File: config.mk
export PLATFORM = sky130hd
export DESIGN_NAME = pxs_serializer
export DESIGN_NICKNAME = d
export VERILOG_FILES = /design/src/rtl/pxs_pkg.sv /design/src/rtl/pxs_capture.sv /design/src/rtl/pxs_shifter.sv /design/src/rtl/pxs_lane_out.sv /design/src/rtl/pxs_serializer.sv
export SDC_FILE = /design/constraint.sdc
export NUM_CORES = 1
export LEC_CHECK = 0
export BUFFER_PORTS_ARGS = -buffer_cell sky130_fd_sc_hd__buf_4
export CAP_MARGIN = 20
export CORE_MARGIN = 2
export CORE_UTILIZATION = 25
export DETAILED_ROUTE_END_ITERATION = 7
export SETUP_SLACK_MARGIN = 0.02
export SYNTH_ARGS = -nofsm -noshare
export SYNTH_HDL_FRONTEND = slang
export SYNTH_SLANG_ARGS = --single-unit
File: constraint.sdc
create_clock -name bit_clk -period 5.6 [get_ports bit_clk]
set_input_delay 0.56 -clock bit_clk [delete_from_list [all_inputs] [get_ports bit_clk]]
set_output_delay 0.56 -clock bit_clk [all_outputs]
set_load 0.02 [all_outputs]
File: src/rtl/pxs_pkg.sv
`timescale 1ns/1ps
package pxs_pkg;

    typedef enum logic [1:0] {
        LANES_1 = 2'd1,
        LANES_2 = 2'd2,
        LANES_3 = 2'd3
    } lane_cnt_e;

    typedef enum logic {
        ST_WAIT  = 1'b0,
        ST_SHIFT = 1'b1
    } shift_state_e;

    function automatic lane_cnt_e decode_sel(input logic [1:0] sel);
        case (sel)
            2'b01:   return LANES_2;
            2'b10:   return LANES_3;
            default: return LANES_1;
        endcase
    endfunction

    function automatic int slots_for(input int frame_w, input lane_cnt_e n);
        case (n)
            LANES_2: return frame_w / 2;
            LANES_3: return frame_w / 3;
            default: return frame_w;
        endcase
    endfunction

endpackage

File: src/rtl/pxs_capture.sv
`timescale 1ns/1ps
module pxs_capture
    import pxs_pkg::*;
#(
    parameter int COLOR_W = 8
) (
    input  logic                 clk,
    input  logic                 rst_n,
    input  logic                 pix_clk,
    input  logic                 pix_pol,
    input  logic                 swap,
    input  logic [3*COLOR_W+2:0] pix_bus,
    output logic [3*COLOR_W+5:0] frame_o,
    output logic                 word_vld_o
);
    localparam int CW      = 3 * COLOR_W;
    localparam int DATA_W  = CW + 3;
    localparam int FRAME_W = DATA_W + 3;

    logic              pclk_q;
    logic              cap;
    logic [CW-1:0]     color_n;
    logic [DATA_W-1:0] data_w;
    logic              parity;
    logic [FRAME_W-1:0] frame_d;

    // Edge detect on the sampled pixel clock level.
    always_ff @(posedge clk) begin
        if (!rst_n) pclk_q <= 1'b0;
        else        pclk_q <= pix_clk;
    end

    assign cap = pix_pol ? (pclk_q & ~pix_clk) : (~pclk_q & pix_clk);

    // Colour field: straight or fully bit-reversed (red/blue exchange + per-colour reversal).
    for (genvar j = 0; j < CW; j++) begin : g_color
        assign color_n[j] = swap ? pix_bus[3 + (CW - 1 - j)] : pix_bus[3 + j];
    end

    assign data_w  = {color_n, pix_bus[2:0]};
    assign parity  = ~^data_w;
    assign frame_d = {data_w, parity, 2'b00};

    always_ff @(posedge clk) begin
        if (!rst_n) begin
            frame_o    <= '0;
            word_vld_o <= 1'b0;
        end else if (cap) begin
            frame_o    <= frame_d;
            word_vld_o <= 1'b1;
        end
    end
endmodule

File: src/rtl/pxs_shifter.sv
`timescale 1ns/1ps
module pxs_shifter
    import pxs_pkg::*;
#(
    parameter int COLOR_W = 8
) (
    input  logic                 clk,
    input  logic                 rst_n,
    input  logic                 word_vld,
    input  logic [3*COLOR_W+5:0] word,
    input  logic [1:0]           link_sel,
    output shift_state_e         state_o,
    output lane_cnt_e            mode_o,
    output logic [$clog2(3*COLOR_W+7)-1:0] slot_o,
    output logic [3*COLOR_W+5:0] sr_o
);
    localparam int FRAME_W = 3 * COLOR_W + 6;
    localparam int SLOT_W  = $clog2(FRAME_W + 1);

    shift_state_e       state_q, state_d;
    lane_cnt_e          mode_q, mode_d;
    logic [SLOT_W-1:0]  slot_q, slot_d, last_slot;
    logic [FRAME_W-1:0] sr_q, sr_d, sr_shift;

    always_comb last_slot = SLOT_W'(slots_for(FRAME_W, mode_q) - 1);

    always_comb begin
        case (mode_q)
            LANES_2: sr_shift = sr_q << 2;
            LANES_3: sr_shift = sr_q << 3;
            default: sr_shift = sr_q << 1;
        endcase
    end

    // Next-state and datapath decisions.
    always_comb begin
        state_d = state_q;
        mode_d  = mode_q;
        slot_d  = slot_q;
        sr_d    = sr_q;
        unique case (state_q)
            ST_WAIT: begin
                if (word_vld) begin          // T_START
                    state_d = ST_SHIFT;
                    mode_d  = decode_sel(link_sel);
                    slot_d  = '0;
                    sr_d    = word;
                end
            end
            ST_SHIFT: begin
                if (slot_q == last_slot) begin   // T_RELOAD
                    mode_d = decode_sel(link_sel);
                    slot_d = '0;
                    sr_d   = word;
                end else begin                   // T_SHIFT
                    slot_d = slot_q + 1'b1;
                    sr_d   = sr_shift;
                end
            end
        endcase
    end

    // State register.
    always_ff @(posedge clk) begin
        if (!rst_n) begin
            state_q <= ST_WAIT;
            mode_q  <= LANES_1;
            slot_q  <= '0;
            sr_q    <= '0;
        end else begin
            state_q <= state_d;
            mode_q  <= mode_d;
            slot_q  <= slot_d;
            sr_q    <= sr_d;
        end
    end

    assign state_o = state_q;
    assign mode_o  = mode_q;
    assign slot_o  = slot_q;
    assign sr_o    = sr_q;
endmodule

File: src/rtl/pxs_lane_out.sv
`timescale 1ns/1ps
module pxs_lane_out
    import pxs_pkg::*;
#(
    parameter int COLOR_W   = 8,
    parameter int MAX_LANES = 3
) (
    input  shift_state_e         state,
    input  lane_cnt_e            mode,
    input  logic [$clog2(3*COLOR_W+7)-1:0] slot,
    input  logic [3*COLOR_W+5:0] sr,
    output logic [MAX_LANES-1:0] lane_o,
    output logic                 fclk_o
);
    localparam int FRAME_W = 3 * COLOR_W + 6;

    for (genvar k = 0; k < MAX_LANES; k++) begin : g_lane
        assign lane_o[k] = (state == ST_SHIFT) && (k < int'(mode)) && sr[FRAME_W - 1 - k];
    end

    assign fclk_o = (state == ST_SHIFT) && ((int'(slot) * 2) < slots_for(FRAME_W, mode));
endmodule

File: src/rtl/pxs_serializer.sv
`timescale 1ns/1ps
module pxs_serializer
    import pxs_pkg::*;
#(
    parameter int COLOR_W = 8
) (
    input  logic                 bit_clk,
    input  logic                 rst_n,
    input  logic                 pix_clk,
    input  logic                 pix_pol,
    input  logic                 bus_swap,
    input  logic [1:0]           link_sel,
    input  logic [3*COLOR_W+2:0] pix_data,
    output logic [2:0]           lane_o,
    output logic                 fwd_clk_o
);
    localparam int FRAME_W = 3 * COLOR_W + 6;
    localparam int SLOT_W  = $clog2(FRAME_W + 1);

    logic [FRAME_W-1:0] frame_w;
    logic               word_vld_w;
    shift_state_e       state_w;
    lane_cnt_e          mode_w;
    logic [SLOT_W-1:0]  slot_w;
    logic [FRAME_W-1:0] sr_w;

    pxs_capture #(.COLOR_W(COLOR_W)) u_capture (
        .clk        (bit_clk),
        .rst_n      (rst_n),
        .pix_clk    (pix_clk),
        .pix_pol    (pix_pol),
        .swap       (bus_swap),
        .pix_bus    (pix_data),
        .frame_o    (frame_w),
        .word_vld_o (word_vld_w)
    );

    pxs_shifter #(.COLOR_W(COLOR_W)) u_shifter (
        .clk      (bit_clk),
        .rst_n    (rst_n),
        .word_vld (word_vld_w),
        .word     (frame_w),
        .link_sel (link_sel),
        .state_o  (state_w),
        .mode_o   (mode_w),
        .slot_o   (slot_w),
        .sr_o     (sr_w)
    );

    pxs_lane_out #(.COLOR_W(COLOR_W), .MAX_LANES(3)) u_lane_out (
        .state  (state_w),
        .mode   (mode_w),
        .slot   (slot_w),
        .sr     (sr_w),
        .lane_o (lane_o),
        .fclk_o (fwd_clk_o)
    );
endmodule

==> results.toml, run 1 <==
[clocking]
cts.clk_slew.worst_paths_ps = 50
cts_hold_buf = 0
insertion_delay_ps = 320
post-cts-setup-buffers = 0
cts_tree = "yes"
htreeDepth = 3
cts_made_buffers = 9
cts_buffer_depth = 2
cts_sinks = 66
cts-root-buf = "clkbuf_16"
postCtsResizedCells = 0

[yosys]
synth_ff_type = "dfxtp_1"
synthArstFlopShare_pct = 0
synthDistinctLibCells = 35
syn_area_um2 = 3720
synth_edf_count = 0
syn_nets = 480
ys_ff_latch = 66
synth.avg_cell_area_um2 = 8.43
yosysWarnings = 0
syn_inst = 441
ys_seq_area_share_pct = 35.5

[critical_path]
critPathLaunchType = "flip-flop"
arrival_ps = 2600
crit_required_ps = 5040
end_kind = "output port"
r2r-start = "u_shifter.mode_o[1]"
critPathMaxFanout = 60
cpMaxStageDelayCell = "dfxtp_2"
startpoint = "u_shifter.mode_o[1]"
path_cells = "and2_1, ha_1, a21oi_1, nor2_1, nor4b_1, buf_4"
worst-setup-path-type = "reg2out"
cp_slowest_stage_delay_ps = 990

[finish]
final_area_um2 = 4440
seqCellArea_um2 = 1320
syn_to_final_growth_pct = 19.5
fin_nets = 495
n_antenna_cell = 0
final-instance-count-excl-fill = 645
drive_above_1_share_pct = 13.4
multi_input_area_um2 = 2240
fillers = 1546

[placed_design]
dp_cells = 628
port_buffers = 37
place_congestion = 0.787
dpl.hpwl_mm = 6.01
place_area_um2 = 4110

[route]
vias = 3126
drc = 0
drt_iter0_drc = 194
routed_wl_mm = 8.70
ant_nets = 0
viasPerCell = 4.85
routedWlPerCell_um = 13.5
drt_pass1_iterations = 4

[timing]
rsz0062_at_grt = "no"
slew_headroom_pct = 32.8
hold_violations = 0
slew_viol_final = 0
setup_viol_count_final = 0
period_share_pct = 56.4
fin_tns_setup_ps = 0
max_freq_ghz = 0.317
finalCriticalPeriod_ps = 3160
finalClockSkew_ps = 4.46
worst-slew-pin-transition_ps = 1010

[global_routing]
globalRouteTotalUtil_pct = 11.1
grt-ovfl-total = 0
grt_first_pass_wirelength_mm = 14.8
grt_max_degree = 62
grt_pass1_vias = 3022
grt_antenna_before_repair = 0

[die]
start_util_pct = 25.6
core_um2 = 14500
pin_count = 38
die_area_um2 = 15900
placementRows = 44
die_w_um = 126
die_y_um = 126

[power]
power.leakage_nw = 1.78
powerDensity_nw_per_um2 = 323
irDropWorstVdd_uv = 129

[hold_path]
worstHoldStart = "u_capture.frame_o[2]"
hp-class = "reg2reg"

[status]
outcome = "finished clean"

[job]
cap_violations = 0
==> cell usage in the layout, fill, tap and decap left out, drive strengths merged, types with 5 or more instances in the layout <==
| cell | instances |
|---|---|
| a211oi | 51 |
| a21oi | 58 |
| buf | 41 |
| clkbuf | 11 |
| dfxtp | 66 |
| ha | 5 |
| mux2i | 53 |
| nand2 | 12 |
| nor2 | 65 |
| o21ai | 33 |
| xnor2 | 19 |
| xor2 | 9 |
==> Yosys cell counts, types with 2 or more instances <==
cell type | instances | area share, %
a211oi_1 | 51 | 10
a21oi_1 | 58 | 7.8
a311oi_1 | 2 | 0.47
and2_1 | 2 | 0.34
and3_1 | 2 | 0.34
buf_1 | 2 | 0.20
buf_2 | 7 | 0.94
clkbuf_1 | 27 | 2.7
dfxtp_1 | 66 | 36
ha_1 | 5 | 1.7
inv_1 | 3 | 0.30
mux2i_1 | 53 | 14
nand2_1 | 12 | 1.2
nand3_1 | 4 | 0.54
nor2_1 | 65 | 6.6
nor3b_1 | 4 | 0.81
o21ai_0 | 32 | 4.3
xnor2_1 | 19 | 4.5
xnor3_1 | 3 | 1.8
xor2_1 | 9 | 2.1
==> stage by stage <==
stage	utilization [%]	setup WS, ps	power (W)	hold slack, ps
floorplan	-	3320	0.000800	446
global placement	28.3	2780	0.000871	470
detailed placement	28.3	2680	0.000880	476
CTS	30.4	2400	0.00144	481
global route	30.6	2230	0.00151	505
finish	30.6	2440	0.00143	482
==> per-layer routing <==
layer	global-route usage (%)	wire, µm	vias to the layer above
li1	-	-	1627
met1	15.5	4550	1433
met2	17.5	3780	54
met3	0.977	197	12
met4	4.98	176	0
met5	0	0	-
==> where the power goes <==
| part | total (W) | internal [W] | switching, W |
|---|---|---|---|
| logic | 0.000304 | 0.000143 | 0.000161 |
| clock network | 0.000560 | 0.000366 | 0.000194 |
| registers | 0.000569 | 0.000516 | 0.0000533 |
| total | 0.00143 | 0.00102 | 0.000408 |
==> worst max-delay path, delay by kind of cell, from the launching register on <==
family / cells / cell delay [ps]
flip-flops: 1 / 990
AND/OR/NAND/NOR: 3 / 660
adder cells (fa/ha/maj): 1 / 260
buffers and inverters: 1 / 210
AO/OA/AOI/OAI: 1 / 160
==> logic make-up after synthesis <==
| logic type | Yosys count | synth area share, % |
|---|---|---|
| AOI/OAI and AO/OA | 151 | 25.0 |
| xor gates and xnor gates | 31 | 8.41 |
| adders and majority gates | 5 | 1.68 |
| DFF | 66 | 35.5 |
| muxes | 53 | 14.3 |
| and+or+nand+nor | 93 | 10.5 |
| buffers and inverters | 42 | 4.58 |
==> registers in the layout, indices dropped and copies added (netlist names) <==
signal / cells
u_capture.frame_o: 28
u_shifter.sr_o: 28
u_shifter.slot_o: 5
u_shifter.mode_o: 2
u_capture.pclk_q: 1
u_capture.word_vld_o: 1
u_shifter.state_o: 1
==> final cells by class <==
type | instances | area share (%)
Multi-Input combinational cell | 333 | 50.4
Sequential cell | 66 | 29.8
Timing Repair Buffer | 41 | 7.38
Clock buffer | 11 | 5.69
Tap cell | 184 | 5.18
Clock inverter | 5 | 1.18
Inverter | 5 | 0.422
==> worst paths after layout <==
kind                                      endpoint  slack, ps  cells past startpoint
worst max-delay path                     fwd_clk_o       2440                      6
worst min-delay path             u_shifter.sr_o[2]        480                      2
worst max register to register  u_shifter.sr_o[11]       2640                      7
worst min register to register   u_shifter.sr_o[2]        480                      2
(Power assumes the default switching activity.)
==> inputs of run 2 (changes only) <==
- ABC_AREA: not set -> 1
- clock period: 5.6 -> 3.2 ns (I/O delays scaled with it)
==> run 2 against run 1 <==
Setup slack got worse by 1900 ps. Final cell count up 35%. Critical path depth up 1. First-iteration DRC count increased by 18%. Sequential power rose by 63%. Non-clock buffer count is 3 higher. Combinational power is 53% higher. Critical path type unchanged.
==> results.toml, run 2 <==
[yosys]
synth_ff_type = "dfxtp_1"
ys_ff_latch = 66
syn_nets = 669
synth_top_family_by_area = "simple AND/OR/NAND/NOR gates"
synth_top_cell_by_area = "dfxtp_1"
synth_area_leaders = "dfxtp_1, nand2_1, inv_1"
synthAdderAreaFrac_pct = 1.55
yosysMostFrequentCell = "nand2_1"
synth_common_cells = "nand2_1, inv_1, dfxtp_1"
synthArstFlopShare_pct = 0
synthSimpleGateAreaFrac_pct = 26.6
synth.avg_cell_area_um2 = 6.42
syn_area_um2 = 4050
synth_xor_xnor_area_share_pct = 1.73
synthMuxAreaShare_pct = 0
syn_inst = 630
synth_top_cell_area_share_pct = 32.7
ys_seq_area_share_pct = 32.7
synth-compound-area-share_pct = 24.7
yosysWarnings = 0
synth_edf_count = 0
synthDistinctLibCells = 31

[die]
pin_count = 38
core_um2 = 15800
placementRows = 46
die_area_um2 = 17200
die_y_um = 131
start_util_pct = 25.6
die_w_um = 131

[clocking]
post-cts-setup-buffers = 0
cts_made_buffers = 9
postCtsResizedCells = 0
htreeDepth = 3
cts.clk_slew.worst_paths_ps = 50
cts_hold_buf = 0
insertion_delay_ps = 330
cts_buffer_depth = 2
cts_sinks = 66
cts-root-buf = "clkbuf_16"
cts_tree = "yes"

[route]
drt_pass1_iterations = 4
routed_wl_mm = 9.75
drt_iter0_drc = 229
viasPerCell = 4.49
ant_nets = 0
routedWlPerCell_um = 11.2
vias = 3906
drc = 0

[power]
power.leakage_nw = 2.02
power_frac_seq_pct = 40.5
irDropWorstVdd_uv = 316
switchingPower_w = 0.000701
p_int_w = 0.00159
power_frac_clock_pct = 39.2
powerDensity_nw_per_um2 = 487
p_sw_share_pct = 30.6
p_comb_share_pct = 20.3

[finish]
fin_nets = 688
layout_commonest_cell = "nand2_1"
drive_above_1_share_pct = 10.6
final_cell_mix = "nand2_1, inv_1, dfxtp_1"
final-instance-count-excl-fill = 870
syn_to_final_growth_pct = 16.2
n_antenna_cell = 0
fillers = 1769

[timing]
slew_viol_final = 0
period_share_pct = 82.0
hold_violations = 0
finalClockSkew_ps = 8.24
finalCriticalPeriod_ps = 2620
fin_tns_setup_ps = 0
slew_headroom_pct = 67.5
max_freq_ghz = 0.381
worst-slew-pin-transition_ps = 486
rsz0062_at_grt = "no"
setup_viol_count_final = 0

[placed_design]
port_buffers = 37
place_congestion = 0.765
dp_cells = 854
dpl.hpwl_mm = 6.99

[critical_path]
worst-setup-path-type = "reg2out"
r2r-start = "u_shifter.mode_o[1]"
r2r-end = "u_shifter.sr_o[14]"
arrival_ps = 2300
critPathMaxFanout = 13
ff2ff_path_depth = 9
critPathLaunchType = "flip-flop"
ff2ff_setup_slack_ps = 700
crit_required_ps = 2880
end_kind = "output port"

[global_routing]
grt_pass1_vias = 3419
grt_first_pass_wirelength_mm = 16.4
grt_antenna_before_repair = 0
globalRouteTotalUtil_pct = 11.4
grt-ovfl-total = 0
grt_max_degree = 60

[hold_path]
hold_end = "u_capture.pclk_q"
hold_depth = 3
worstHoldStart = "pix_clk"
hp-class = "in2reg"

[status]
outcome = "finished clean"

[job]
cap_violations = 0
==> run 2: changes by cell type after synthesis, sizes merged, moves of 23 or more <==
cell	delta
o22ai	+27
nor2	-35
mux2i	-53
a21oi	-24
o211ai	+23
inv	+73
a211oi	-28
nand2	+203
==> run 2: power groups by stage <==
stage / combinational (W) / sequential (W) / clock, W
floorplan: 0.000364 / 0.000926 / 0
global placement: 0.000462 / 0.000944 / 0
finish: 0.000465 / 0.000926 / 0.000898
CTS: 0.000467 / 0.000926 / 0.000915
global route: 0.000538 / 0.000933 / 0.000956
detailed placement: 0.000464 / 0.000944 / 0
==> run 2: cells by family (layout without fill, tap and decap cells) <==
kind of cell             count (synthesis)  after routing
flip-flops                              66             66
buffers and inverters                  114            138
AND/OR/NAND/NOR                        272            272
XOR/XNOR                                 8              8
AO/OA/AOI/OAI                          165            165
adder cells (fa/ha/maj)                  5              5
==> run 2: final cells by class <==
cell class	count	area, µm²	area share [%]
Sequential cell	66	1320	28.1
Multi-Input combinational cell	450	2210	47.0
Timing Repair Buffer	44	330	7.03
Clock inverter	5	30.0	0.639
Inverter	78	298	6.33
Clock buffer	11	243	5.16
Tap cell	216	270	5.75
==> run 2: worst max-delay path by stage <==
stage	start	to	slack (ps)
final	u_shifter.mode_o[1]	fwd_clk_o	580
after global routing	u_shifter.mode_o[1]	fwd_clk_o	290
after CTS	u_shifter.mode_o[1]	fwd_clk_o	520
after detailed placement	u_shifter.mode_o[1]	u_shifter.sr_o[26]	760
after global placement	u_shifter.mode_o[1]	u_shifter.sr_o[17]	850
after floorplan	u_shifter.mode_o[1]	fwd_clk_o	920
==> run 2: critical path, cell delays in order, from the launching register on <==
cell and delay, ps:
dfxtp_1 580, nand2_1 410, clkinv_1 150, ha_1 240, a21oi_1 140, nor2_1 50
nor4_1 210, buf_4 200
==> run 2: per-layer routing <==
metal | wire length (µm) | track usage (%) | vias to the layer above
li1 | - | - | 2132
met1 | 5150 | 16.3 | 1690
met2 | 3990 | 16.4 | 75
met3 | 452 | 2.97 | 9
met4 | 152 | 4.35 | 0
met5 | 0 | 0 | -
==> run 2: through the flow <==
| step | cell area, µm² | utilization [%] | hold WS [ps] | worst slack, ps | total power (W) |
|---|---|---|---|---|---|
| final | 4700 | 29.7 | 178 | 575 | 0.00229 |
| after global routing | 4700 | 29.7 | 197 | 291 | 0.00243 |
| after CTS | 4700 | 29.7 | 167 | 525 | 0.00231 |
| after detailed placement | 4430 | 28.0 | 455 | 756 | 0.00141 |
| after global placement | 4430 | 28.0 | 456 | 847 | 0.00141 |
| after floorplan | 4050 | - | 413 | 917 | 0.00129 |
==> inputs of run 3 (changes only) <==
- clock period: 3.2 -> 2.6 ns (I/O delays scaled with it)
==> run 3 against run 2 <==
Flip-flop and latch count did not move. Count of clock-buffer cells in the layout unchanged. First-iteration DRC count shrank 26%. Sequential share of layout area down 0.56 points. Combinational power up 26%. Wire length decreased by 1.6%. Power grew 32%. Non-clock buffer count increased by 3. Global-route usage fell by 0.089 points. Core utilization increased by 0.61 points. Clock skew fell by 2.3 ps. Critical endpoint unchanged. Largest power group is now clock.
==> results.toml, run 3 (synthesis gave the netlist of run 2 again) <==
[power]
powerDensity_nw_per_um2 = 628
power.leakage_nw = 2.07
irDropWorstVdd_uv = 303

[clocking]
insertion_delay_ps = 330
cts_sinks = 66
postCtsResizedCells = 0
cts-root-buf = "clkbuf_16"
cts_hold_buf = 0
htreeDepth = 3
cts_buffer_depth = 2
cts_tree = "yes"
cts.clk_slew.worst_paths_ps = 50
cts_made_buffers = 9
post-cts-setup-buffers = 0

[die]
die_y_um = 131
core_um2 = 15800
start_util_pct = 25.6
die_area_um2 = 17200
die_w_um = 131
placementRows = 46
pin_count = 38

[critical_path]
r2r-end = "u_shifter.sr_o[20]"
critPathLaunchType = "flip-flop"
worst-setup-path-type = "reg2out"
ff2ff_setup_slack_ps = 490
r2r-start = "u_shifter.mode_o[1]"
end_kind = "output port"
arrival_ps = 2060
crit_required_ps = 2340
critPathMaxFanout = 17
ff2ff_path_depth = 9

[global_routing]
grt_first_pass_wirelength_mm = 16.4
grt_max_degree = 56
grt-ovfl-total = 0
grt_antenna_before_repair = 0
grt_pass1_vias = 3407
globalRouteTotalUtil_pct = 11.4

[hold_path]
worstHoldStart = "pix_clk"
hp-class = "in2reg"
hold_depth = 3
hold_end = "u_capture.pclk_q"

[timing]
rsz0062_at_grt = "no"
max_freq_ghz = 0.430
worst-slew-pin-transition_ps = 555
period_share_pct = 89.4
slew_headroom_pct = 62.9
setup_viol_count_final = 0
finalCriticalPeriod_ps = 2320
setup_slack_ps = 276
hold_violations = 0
slew_viol_final = 0
finalClockSkew_ps = 5.93
fin_tns_setup_ps = 0

[route]
ant_nets = 0
routedWlPerCell_um = 11.0
routed_wl_mm = 9.59
viasPerCell = 4.44
drt_iter0_drc = 170
drc = 0
drt_pass1_iterations = 5
vias = 3876

[placed_design]
place_congestion = 0.791
port_buffers = 37
pre_cts_slack_ps = 495
dpl.hpwl_mm = 7.07

[job]
cap_violations = 0

[finish]
final_cell_mix = "nand2_1, inv_1, dfxtp_1"
syn_to_final_growth_pct = 18.6
drive_above_1_share_pct = 11.1
fin_nets = 691
multi_input_area_um2 = 2210
layout_commonest_cell = "nand2_1"
n_antenna_cell = 0
fillers = 1747
seqCellArea_um2 = 1320

[status]
outcome = "finished clean"
## run 3: cell types whose count changed in the layout (fill, tap and decap cells not counted), sizes merged
cell      delta
clkinvlp     -1
bufinv       +2
buf          +3
clkinv       -1
## run 3: per-stage QoR
stage	power (W)	utilization, %	hold WS [ps]	instance area, µm²	instances
2_1_floorplan	0.00159	-	353	4050	630
3_5_place_dp	0.00175	28.2	454	4470	857
4_1_cts	0.00304	30.3	116	4790	873
3_3_place_gp	0.00174	28.2	454	4460	856
6_report	0.00301	30.3	119	4800	873
5_1_grt	0.00319	30.3	127	4800	873
## run 3: power breakdown
group	internal, W	switching [W]
sequential	0.00109	0.0000467
combinational	0.000212	0.000376
clock	0.000861	0.000429
## run 3: per-layer routing
layer	share of wire, %	GRT usage, %	vias to the layer above
met1	52	15.8	1675
met4	1.3	4.11	0
met2	43	17.3	69
met3	3.8	2.39	9
li1	-	-	2123
met5	0	0	-
## run 3: area by class of cell
| class | count | share of cell area (%) |
|---|---|---|
| Multi-Input combinational cell | 450 | 46.2 |
| Clock inverter | 5 | 1.62 |
| Inverter | 78 | 6.21 |
| Tap cell | 216 | 5.63 |
| Clock buffer | 11 | 5.06 |
| Timing Repair Buffer | 47 | 7.77 |
| Sequential cell | 66 | 27.5 |
## run 3: how the worst max path moves through the flow
stage                        start         to  cells past startpoint
2_1_floorplan  u_shifter.mode_o[1]  fwd_clk_o                      7
4_1_cts        u_shifter.mode_o[1]  fwd_clk_o                      9
3_3_place_gp   u_shifter.mode_o[1]  fwd_clk_o                      9
5_1_grt        u_shifter.mode_o[1]  fwd_clk_o                      9
3_5_place_dp   u_shifter.mode_o[1]  fwd_clk_o                      9
6_report       u_shifter.mode_o[1]  fwd_clk_o                      9
## run 3: worst max-delay path, stage by stage (launching register included)
cell and delay, ps:
dfxtp_1 360, buf_4 190, nand2_1 90, clkinv_1 50
buf_4 210, ha_1 260, a21oi_1 150, nor2_1 70
nor4_2 160, buf_4 190
